File: src/rtl/ltg_pkg.sv
package ltg_pkg;
  typedef enum logic [1:0] {
    OP_LOAD  = 2'd0,
    OP_STORE = 2'd1,
    OP_TSET  = 2'd2,
    OP_TCLR  = 2'd3
  } acc_op_e;
endpackage

File: src/rtl/ltg_fill_cmp.sv
module ltg_fill_cmp #(
  parameter int LINE_W = 512,
  parameter int TOK_W  = 256,
  localparam int CHUNKS = LINE_W / TOK_W
) (
  input  logic [LINE_W-1:0] line_i,
  input  logic [TOK_W-1:0]  tok_i,
  output logic [CHUNKS-1:0] hit_o
);
  for (genvar c = 0; c < CHUNKS; c++) begin : g_cmp
    assign hit_o[c] = (line_i[c*TOK_W +: TOK_W] == tok_i);
  end
endmodule

File: src/rtl/ltg_wb_regen.sv
module ltg_wb_regen #(
  parameter int LINE_W = 512,
  parameter int TOK_W  = 256,
  localparam int CHUNKS = LINE_W / TOK_W
) (
  input  logic [LINE_W-1:0] line_i,
  input  logic [TOK_W-1:0]  tok_i,
  input  logic [CHUNKS-1:0] mark_i,
  output logic [LINE_W-1:0] line_o
);
  for (genvar c = 0; c < CHUNKS; c++) begin : g_mux
    assign line_o[c*TOK_W +: TOK_W] = mark_i[c] ? tok_i : line_i[c*TOK_W +: TOK_W];
  end
endmodule

File: src/rtl/ltg_meta.sv
module ltg_meta
  import ltg_pkg::*;
#(
  parameter int LINES  = 8,
  parameter int CHUNKS = 2,
  parameter int IDX_W  = 3,
  parameter int OFF_W  = 6,
  parameter int CSH    = 5,
  localparam int CW    = (CHUNKS > 1) ? $clog2(CHUNKS) : 1
) (
  input  logic                     clk_i,
  input  logic                     rst_ni,
  input  logic                     fill_valid_i,
  input  logic [IDX_W-1:0]         fill_idx_i,
  input  logic [CHUNKS-1:0]        fill_hit_i,
  input  logic                     evict_valid_i,
  input  logic [IDX_W-1:0]         evict_idx_i,
  output logic [CHUNKS-1:0]        evict_mark_o,
  input  logic                     acc_valid_i,
  input  acc_op_e                  acc_op_i,
  input  logic [IDX_W-1:0]         acc_idx_i,
  input  logic [OFF_W-1:0]         acc_off_i,
  output logic [LINES*CHUNKS-1:0]  bits_o,
  output logic                     viol_o,
  output logic [IDX_W-1:0]         viol_idx_o,
  output logic [OFF_W-1:0]         viol_off_o
);
  logic [LINES-1:0][CHUNKS-1:0] bits_q, bits_d;
  logic [CW-1:0] acc_ch;
  logic          bad_acc;

  assign acc_ch  = CW'(acc_off_i >> CSH);
  assign bad_acc = acc_valid_i && (acc_op_i inside {OP_LOAD, OP_STORE})
                   && bits_q[acc_idx_i][acc_ch];

  // priority: evict < token op < fill
  always_comb begin
    bits_d = bits_q;
    if (evict_valid_i) bits_d[evict_idx_i] = '0;
    if (acc_valid_i && acc_op_i == OP_TSET) bits_d[acc_idx_i][acc_ch] = 1'b1;
    if (acc_valid_i && acc_op_i == OP_TCLR) bits_d[acc_idx_i][acc_ch] = 1'b0;
    if (fill_valid_i) bits_d[fill_idx_i] = fill_hit_i;
  end

  always_ff @(posedge clk_i or negedge rst_ni) begin
    if (!rst_ni) begin
      bits_q     <= '0;
      viol_o     <= 1'b0;
      viol_idx_o <= '0;
      viol_off_o <= '0;
    end else begin
      bits_q <= bits_d;
      viol_o <= bad_acc;
      if (bad_acc) begin
        viol_idx_o <= acc_idx_i;
        viol_off_o <= acc_off_i;
      end
    end
  end

  assign evict_mark_o = bits_q[evict_idx_i];
  assign bits_o       = bits_q;
endmodule

File: src/rtl/line_token_guard.sv
module line_token_guard
  import ltg_pkg::*;
#(
  parameter int LINE_BYTES  = 64,
  parameter int TOKEN_BYTES = 32,
  parameter int LINES       = 8,
  localparam int LINE_W = LINE_BYTES * 8,
  localparam int TOK_W  = TOKEN_BYTES * 8,
  localparam int CHUNKS = LINE_BYTES / TOKEN_BYTES,
  localparam int IDX_W  = $clog2(LINES),
  localparam int OFF_W  = $clog2(LINE_BYTES),
  localparam int CSH    = $clog2(TOKEN_BYTES)
) (
  input  logic                    clk_i,
  input  logic                    rst_ni,
  input  logic                    tok_we_i,
  input  logic [TOK_W-1:0]        tok_wdata_i,
  input  logic                    fill_valid_i,
  input  logic [IDX_W-1:0]        fill_idx_i,
  input  logic [LINE_W-1:0]       fill_data_i,
  input  logic                    evict_valid_i,
  input  logic [IDX_W-1:0]        evict_idx_i,
  input  logic [LINE_W-1:0]       evict_data_i,
  output logic [LINE_W-1:0]       wb_data_o,
  input  logic                    acc_valid_i,
  input  logic [1:0]              acc_op_i,
  input  logic [IDX_W-1:0]        acc_idx_i,
  input  logic [OFF_W-1:0]        acc_off_i,
  output logic [LINES*CHUNKS-1:0] tok_bits_o,
  output logic                    viol_o,
  output logic [IDX_W-1:0]        viol_idx_o,
  output logic [OFF_W-1:0]        viol_off_o
);
  logic [TOK_W-1:0]  tok_q;
  logic [CHUNKS-1:0] fill_hit, evict_mark;

  always_ff @(posedge clk_i or negedge rst_ni) begin
    if (!rst_ni)       tok_q <= '1;
    else if (tok_we_i) tok_q <= tok_wdata_i;
  end

  ltg_fill_cmp #(.LINE_W(LINE_W), .TOK_W(TOK_W)) u_cmp (
    .line_i (fill_data_i),
    .tok_i  (tok_q),
    .hit_o  (fill_hit)
  );

  ltg_wb_regen #(.LINE_W(LINE_W), .TOK_W(TOK_W)) u_regen (
    .line_i (evict_data_i),
    .tok_i  (tok_q),
    .mark_i (evict_mark),
    .line_o (wb_data_o)
  );

  ltg_meta #(
    .LINES(LINES), .CHUNKS(CHUNKS), .IDX_W(IDX_W), .OFF_W(OFF_W), .CSH(CSH)
  ) u_meta (
    .clk_i         (clk_i),
    .rst_ni        (rst_ni),
    .fill_valid_i  (fill_valid_i),
    .fill_idx_i    (fill_idx_i),
    .fill_hit_i    (fill_hit),
    .evict_valid_i (evict_valid_i),
    .evict_idx_i   (evict_idx_i),
    .evict_mark_o  (evict_mark),
    .acc_valid_i   (acc_valid_i),
    .acc_op_i      (acc_op_e'(acc_op_i)),
    .acc_idx_i     (acc_idx_i),
    .acc_off_i     (acc_off_i),
    .bits_o        (tok_bits_o),
    .viol_o        (viol_o),
    .viol_idx_o    (viol_idx_o),
    .viol_off_o    (viol_off_o)
  );
endmodule

File: config.mk
export PLATFORM = sky130hd
export DESIGN_NAME = line_token_guard
export DESIGN_NICKNAME = d
export VERILOG_FILES = /design/src/rtl/ltg_pkg.sv /design/src/rtl/ltg_fill_cmp.sv /design/src/rtl/ltg_wb_regen.sv /design/src/rtl/ltg_meta.sv /design/src/rtl/line_token_guard.sv
export SDC_FILE = /design/constraint.sdc
export NUM_CORES = 1
export LEC_CHECK = 0
export BUFFER_PORTS_ARGS = -buffer_cell sky130_fd_sc_hd__buf_4
export CELL_PAD_IN_SITES_DETAIL_PLACEMENT = 2
export CELL_PAD_IN_SITES_GLOBAL_PLACEMENT = 2
export CORE_AREA = 2 2 719 721
export DETAILED_ROUTE_END_ITERATION = 16
export DIE_AREA = 0 0 721 723
export PLACE_DENSITY_LB_ADDON = 0.2
export SETUP_SLACK_MARGIN = 0.5
export SYNTH_ARGS = -nofsm -noshare
export SYNTH_HDL_FRONTEND = slang
export SYNTH_HIERARCHICAL = 1
export SYNTH_SLANG_ARGS = --single-unit
File: constraint.sdc
create_clock -name clk_i -period 3.9 [get_ports clk_i]
set_input_delay 0.78 -clock clk_i [delete_from_list [all_inputs] [get_ports clk_i]]
set_output_delay 0.78 -clock clk_i [all_outputs]
set_load 0.01 [all_outputs]
==> impl_results.rst <==
.. list-table::
   :header-rows: 1

   * - Metric
     - Value
   * - Status
     - finished with violations
   * - Violations in the final reports
     - setup timing
   * - Combined area of all synthesized cells
     - 23,880 um2
   * - Maximum fanout count along the critical path
     - 13
   * - TritonCTS clock tree
     - yes
   * - Post-synthesis sequential element count
     - 282
   * - Initial antenna violation count
     - 336
   * - Worst hold slack
     - 0.1919 ns
   * - Height of the chip
     - 723 um
   * - Via count of the first global-routing pass
     - 30,140
   * - Minimum setup slack in the final design
     - -0.07708 ns
   * - Pleak
     - 20.51 nW
   * - Number of warnings printed during yosys synthesis
     - 6
   * - Worst Max-Slew Pin Slew
     - 1.293 ns
   * - Detailed-route via count
     - 28,690
   * - Grt total ovfl
     - 0
   * - Area contributors post-synth
     - sky130_fd_sc_hd__mux2_2 37%, sky130_fd_sc_hd__dfstp_2 28%, sky130_fd_sc_hd__xnor2_1 19%
   * - Worst slew slack as a fraction of its limit
     - 0.1258
   * - Total global routing track utilization
     - 0.1724
   * - Final setup violation count
     - 48
   * - Initial DRT Pass Iterations
     - 5
   * - Layout-stage area growth over the synthesis result
     - 124.9%
   * - Endpoint of the worst-slack reg-to-reg timing path
     - u_meta/bits_o[10]
   * - IR Drop Worst-Case VDD
     - 0.3031 mV
   * - Input/output buffers
     - 1,840
   * - Detail-routed net length per standard cell
     - 43.12 um
   * - Max Freq
     - 251.4 MHz
   * - Count of max-cap constraint violations
     - 0
   * - Post-synthesis area per instance
     - 12.03 um2
   * - Layout cells sized above 1
     - 0.8004
   * - Cell row count
     - 264
   * - Post-synthesis net count
     - 3,289
   * - Die X-Extent
     - 721 um
   * - Startpoint types
     - flip-flop
   * - Count of unique library cells instantiated by Yosys
     - 48
   * - Total wirelength of the detailed-routed design
     - 473,800 um
   * - Number of clock buffers inserted by TritonCTS
     - 52
   * - Global-route wire length before repair
     - 537,100 um
   * - Net count, final
     - 5,355
   * - Placer's final routability congestion estimate
     - 0.9652
   * - Startpoint of the worst-slack reg-to-reg timing path
     - tok_q[14]
   * - Req. time, crit path
     - 3.12 ns
   * - Sinks on the clock net
     - 282
   * - Pin count of the biggest net entering global routing
     - 63
   * - Yosys top cell area share
     - 0.3673
   * - Leading cell type in the layout, fill and taps excluded
     - sky130_fd_sc_hd__buf_4
   * - Number of buffers on the longest clock path
     - 3
   * - Critical path class
     - flip-flop to output pin
   * - Clock slew seen by the registers of the worst setup and hold paths
     - 0.06 ns
   * - Top_reg_cell synth
     - sky130_fd_sc_hd__dfstp_2
   * - Worst path arrival time
     - 3.20 ns
   * - Total I/O pin count
     - 1,841
   * - Share of the yosys chip area belonging to registers
     - 0.3089
   * - Number of design-rule violations left by the first detailed-router iteration
     - 1,492
   * - Category of the worst setup path capture point
     - output pin
   * - Area of the placeable core
     - 514,600 um2
   * - R2R depth
     - 10
   * - Cell area power density
     - 320.9 nW/um2
   * - Final instance area
     - 53,700 um2
   * - Synth area leader
     - sky130_fd_sc_hd__mux2_2
   * - Via density per instance
     - 2.611
   * - Final Max Tran Viols
     - 0
   * - Class of the tightest hold or removal check
     - input port to asynchronous set/reset pin
   * - Post-synth EDFFs
     - 0
   * - Dpl hpwl
     - 422,100 um
   * - RSZ-0062 raised after global routing
     - yes
   * - Leading cell types in the layout, fill and taps excluded
     - 1,649 x sky130_fd_sc_hd__buf_4, 511 x sky130_fd_sc_hd__xnor2_1, 496 x sky130_fd_sc_hd__mux2_2, 314 x sky130_fd_sc_hd__buf_6, 282 x sky130_fd_sc_hd__mux2_4
   * - Share of async-settable or async-resettable flops after synthesis
     - 1.000
   * - Final critical delay including setup and external delays
     - 3.977 ns
   * - Insertion delay of the later-clocked pin in the worst-skew pair
     - 0.73 ns
   * - DP Area
     - 46,780 um2
   * - Setup slack after placement
     - -0.1830 ns
   * - Die Outline Area
     - 521,300 um2
   * - Final period util
     - 1.020
   * - Layout Skew
     - 0.02354 ns
   * - Syn Inst Count
     - 1,986
   * - Number of nets with antenna violations after detailed routing
     - 0
   * - DRC Markers
     - 0
   * - Clock tree root buffer cell
     - sky130_fd_sc_hd__clkbuf_16
   * - Setup slack, reg-to-reg
     - 0.65 ns
   * - Number of hold violations in the final report
     - 0
   * - Starting Density
     - 0.04641
   * - Number of H-tree branching levels
     - 2
## cells in the mapped netlist, types with 4 or more instances
| master | n |
|---|---|
| sky130_fd_sc_hd__a41oi_1 | 8 |
| sky130_fd_sc_hd__nand3_1 | 9 |
| sky130_fd_sc_hd__a21o_1 | 10 |
| sky130_fd_sc_hd__a21oi_1 | 8 |
| sky130_fd_sc_hd__nor4_1 | 31 |
| sky130_fd_sc_hd__nand2_1 | 4 |
| sky130_fd_sc_hd__o211ai_2 | 9 |
| sky130_fd_sc_hd__mux2i_1 | 7 |
| sky130_fd_sc_hd__a211oi_1 | 8 |
| sky130_fd_sc_hd__dfrtp_1 | 26 |
| sky130_fd_sc_hd__nand4b_1 | 6 |
| sky130_fd_sc_hd__clkbuf_1 | 5 |
| sky130_fd_sc_hd__dfstp_2 | 256 |
| sky130_fd_sc_hd__a22oi_1 | 16 |
| sky130_fd_sc_hd__buf_6 | 81 |
| sky130_fd_sc_hd__nor3b_1 | 4 |
| sky130_fd_sc_hd__buf_2 | 6 |
| sky130_fd_sc_hd__o31ai_1 | 8 |
| sky130_fd_sc_hd__nand4_1 | 139 |
| sky130_fd_sc_hd__nand2b_1 | 4 |
| sky130_fd_sc_hd__xnor2_1 | 512 |
| sky130_fd_sc_hd__mux2_2 | 779 |
| sky130_fd_sc_hd__and2_1 | 9 |
## cell type report
class	instances	area, um2
fill	59790	460900
timing repair buffer	2110	19040
multi-input combinational	1605	16730
tap	6783	8487
sequential	282	7406
clock buffer	66	1424
clock inverter	30	339.1
antenna	110	275.3
inverter	1	3.754
## cell families (layout without fill, tap and decap cells)
logic type | count (synthesis) | in the layout | share of synthesized area
multiplexers | 789 | 789 | 0.3731
XOR/XNOR | 512 | 512 | 0.1878
flip-flops | 282 | 282 | 0.3089
AND/OR/NAND/NOR | 226 | 226 | 0.06114
buffers and inverters | 99 | 2207 | 0.04186
AO/OA/AOI/OAI | 78 | 78 | 0.02724
other | 0 | 110 | 0
## worst max-delay path, cell delays in order (launching register included)
cell and delay (ns):
sky130_fd_sc_hd__dfrtp_1 0.42, sky130_fd_sc_hd__mux4_2 0.50, sky130_fd_sc_hd__mux2_8 0.35, sky130_fd_sc_hd__buf_16 0.17
sky130_fd_sc_hd__buf_12 0.27, sky130_fd_sc_hd__buf_16 0.16, sky130_fd_sc_hd__mux2_2 0.28, sky130_fd_sc_hd__buf_4 0.14
## worst max path at each step
stage,start,to,depth (start not counted)
2_1_floorplan,evict_idx_i[2],wb_data_o[215],6
3_3_place_gp,evict_idx_i[1],wb_data_o[262],9
3_5_place_dp,evict_idx_i[1],wb_data_o[262],9
4_1_cts,u_meta/bits_o[12],wb_data_o[191],7
5_1_grt,u_meta/bits_o[4],wb_data_o[191],7
6_report,u_meta/bits_o[4],wb_data_o[141],7
## metal layers
layer	vias up	track usage	part of all wire
met5	-	0	0.0016
met4	118	0.02399	0.019
met3	475	0.05341	0.078
met2	1677	0.2923	0.48
met1	14780	0.2178	0.43
li1	11640	-	-
## repair_timing
item,in CTS,in global routing
resized for setup,252,524
cloned,20,25
hold buffers,0,0
buffers inserted,35,34
pin swaps,2,5
setup endpoints to repair,528,528
## power by group
part	total, mW	switching (mW)	internal (mW)
sequential	5.00	1.54	3.47
combinational	7.04	3.52	3.52
clock	5.19	2.22	2.97
## metrics by stage
stage	power, mW	setup TNS, ns	utilization	std cells
CTS	17.37	-21.57	0.09813	10820
global placement	11.38	-2.043	0.09091	10670
detailed placement	11.36	-0.4371	0.09091	10670
floorplan	5.996	0	-	1986
finish	17.23	-2.040	0.1044	10990
global route	18.01	-15.03	0.1040	10920
## state kept, by name (all words and copies together) (netlist names)
signal             count
tok_q                256
u_meta/bits_o         16
u_meta/viol_off_o      6
u_meta/viol_idx_o      3
u_meta/viol_o          1
No activity file was read; power rests on OpenSTA's default activity.
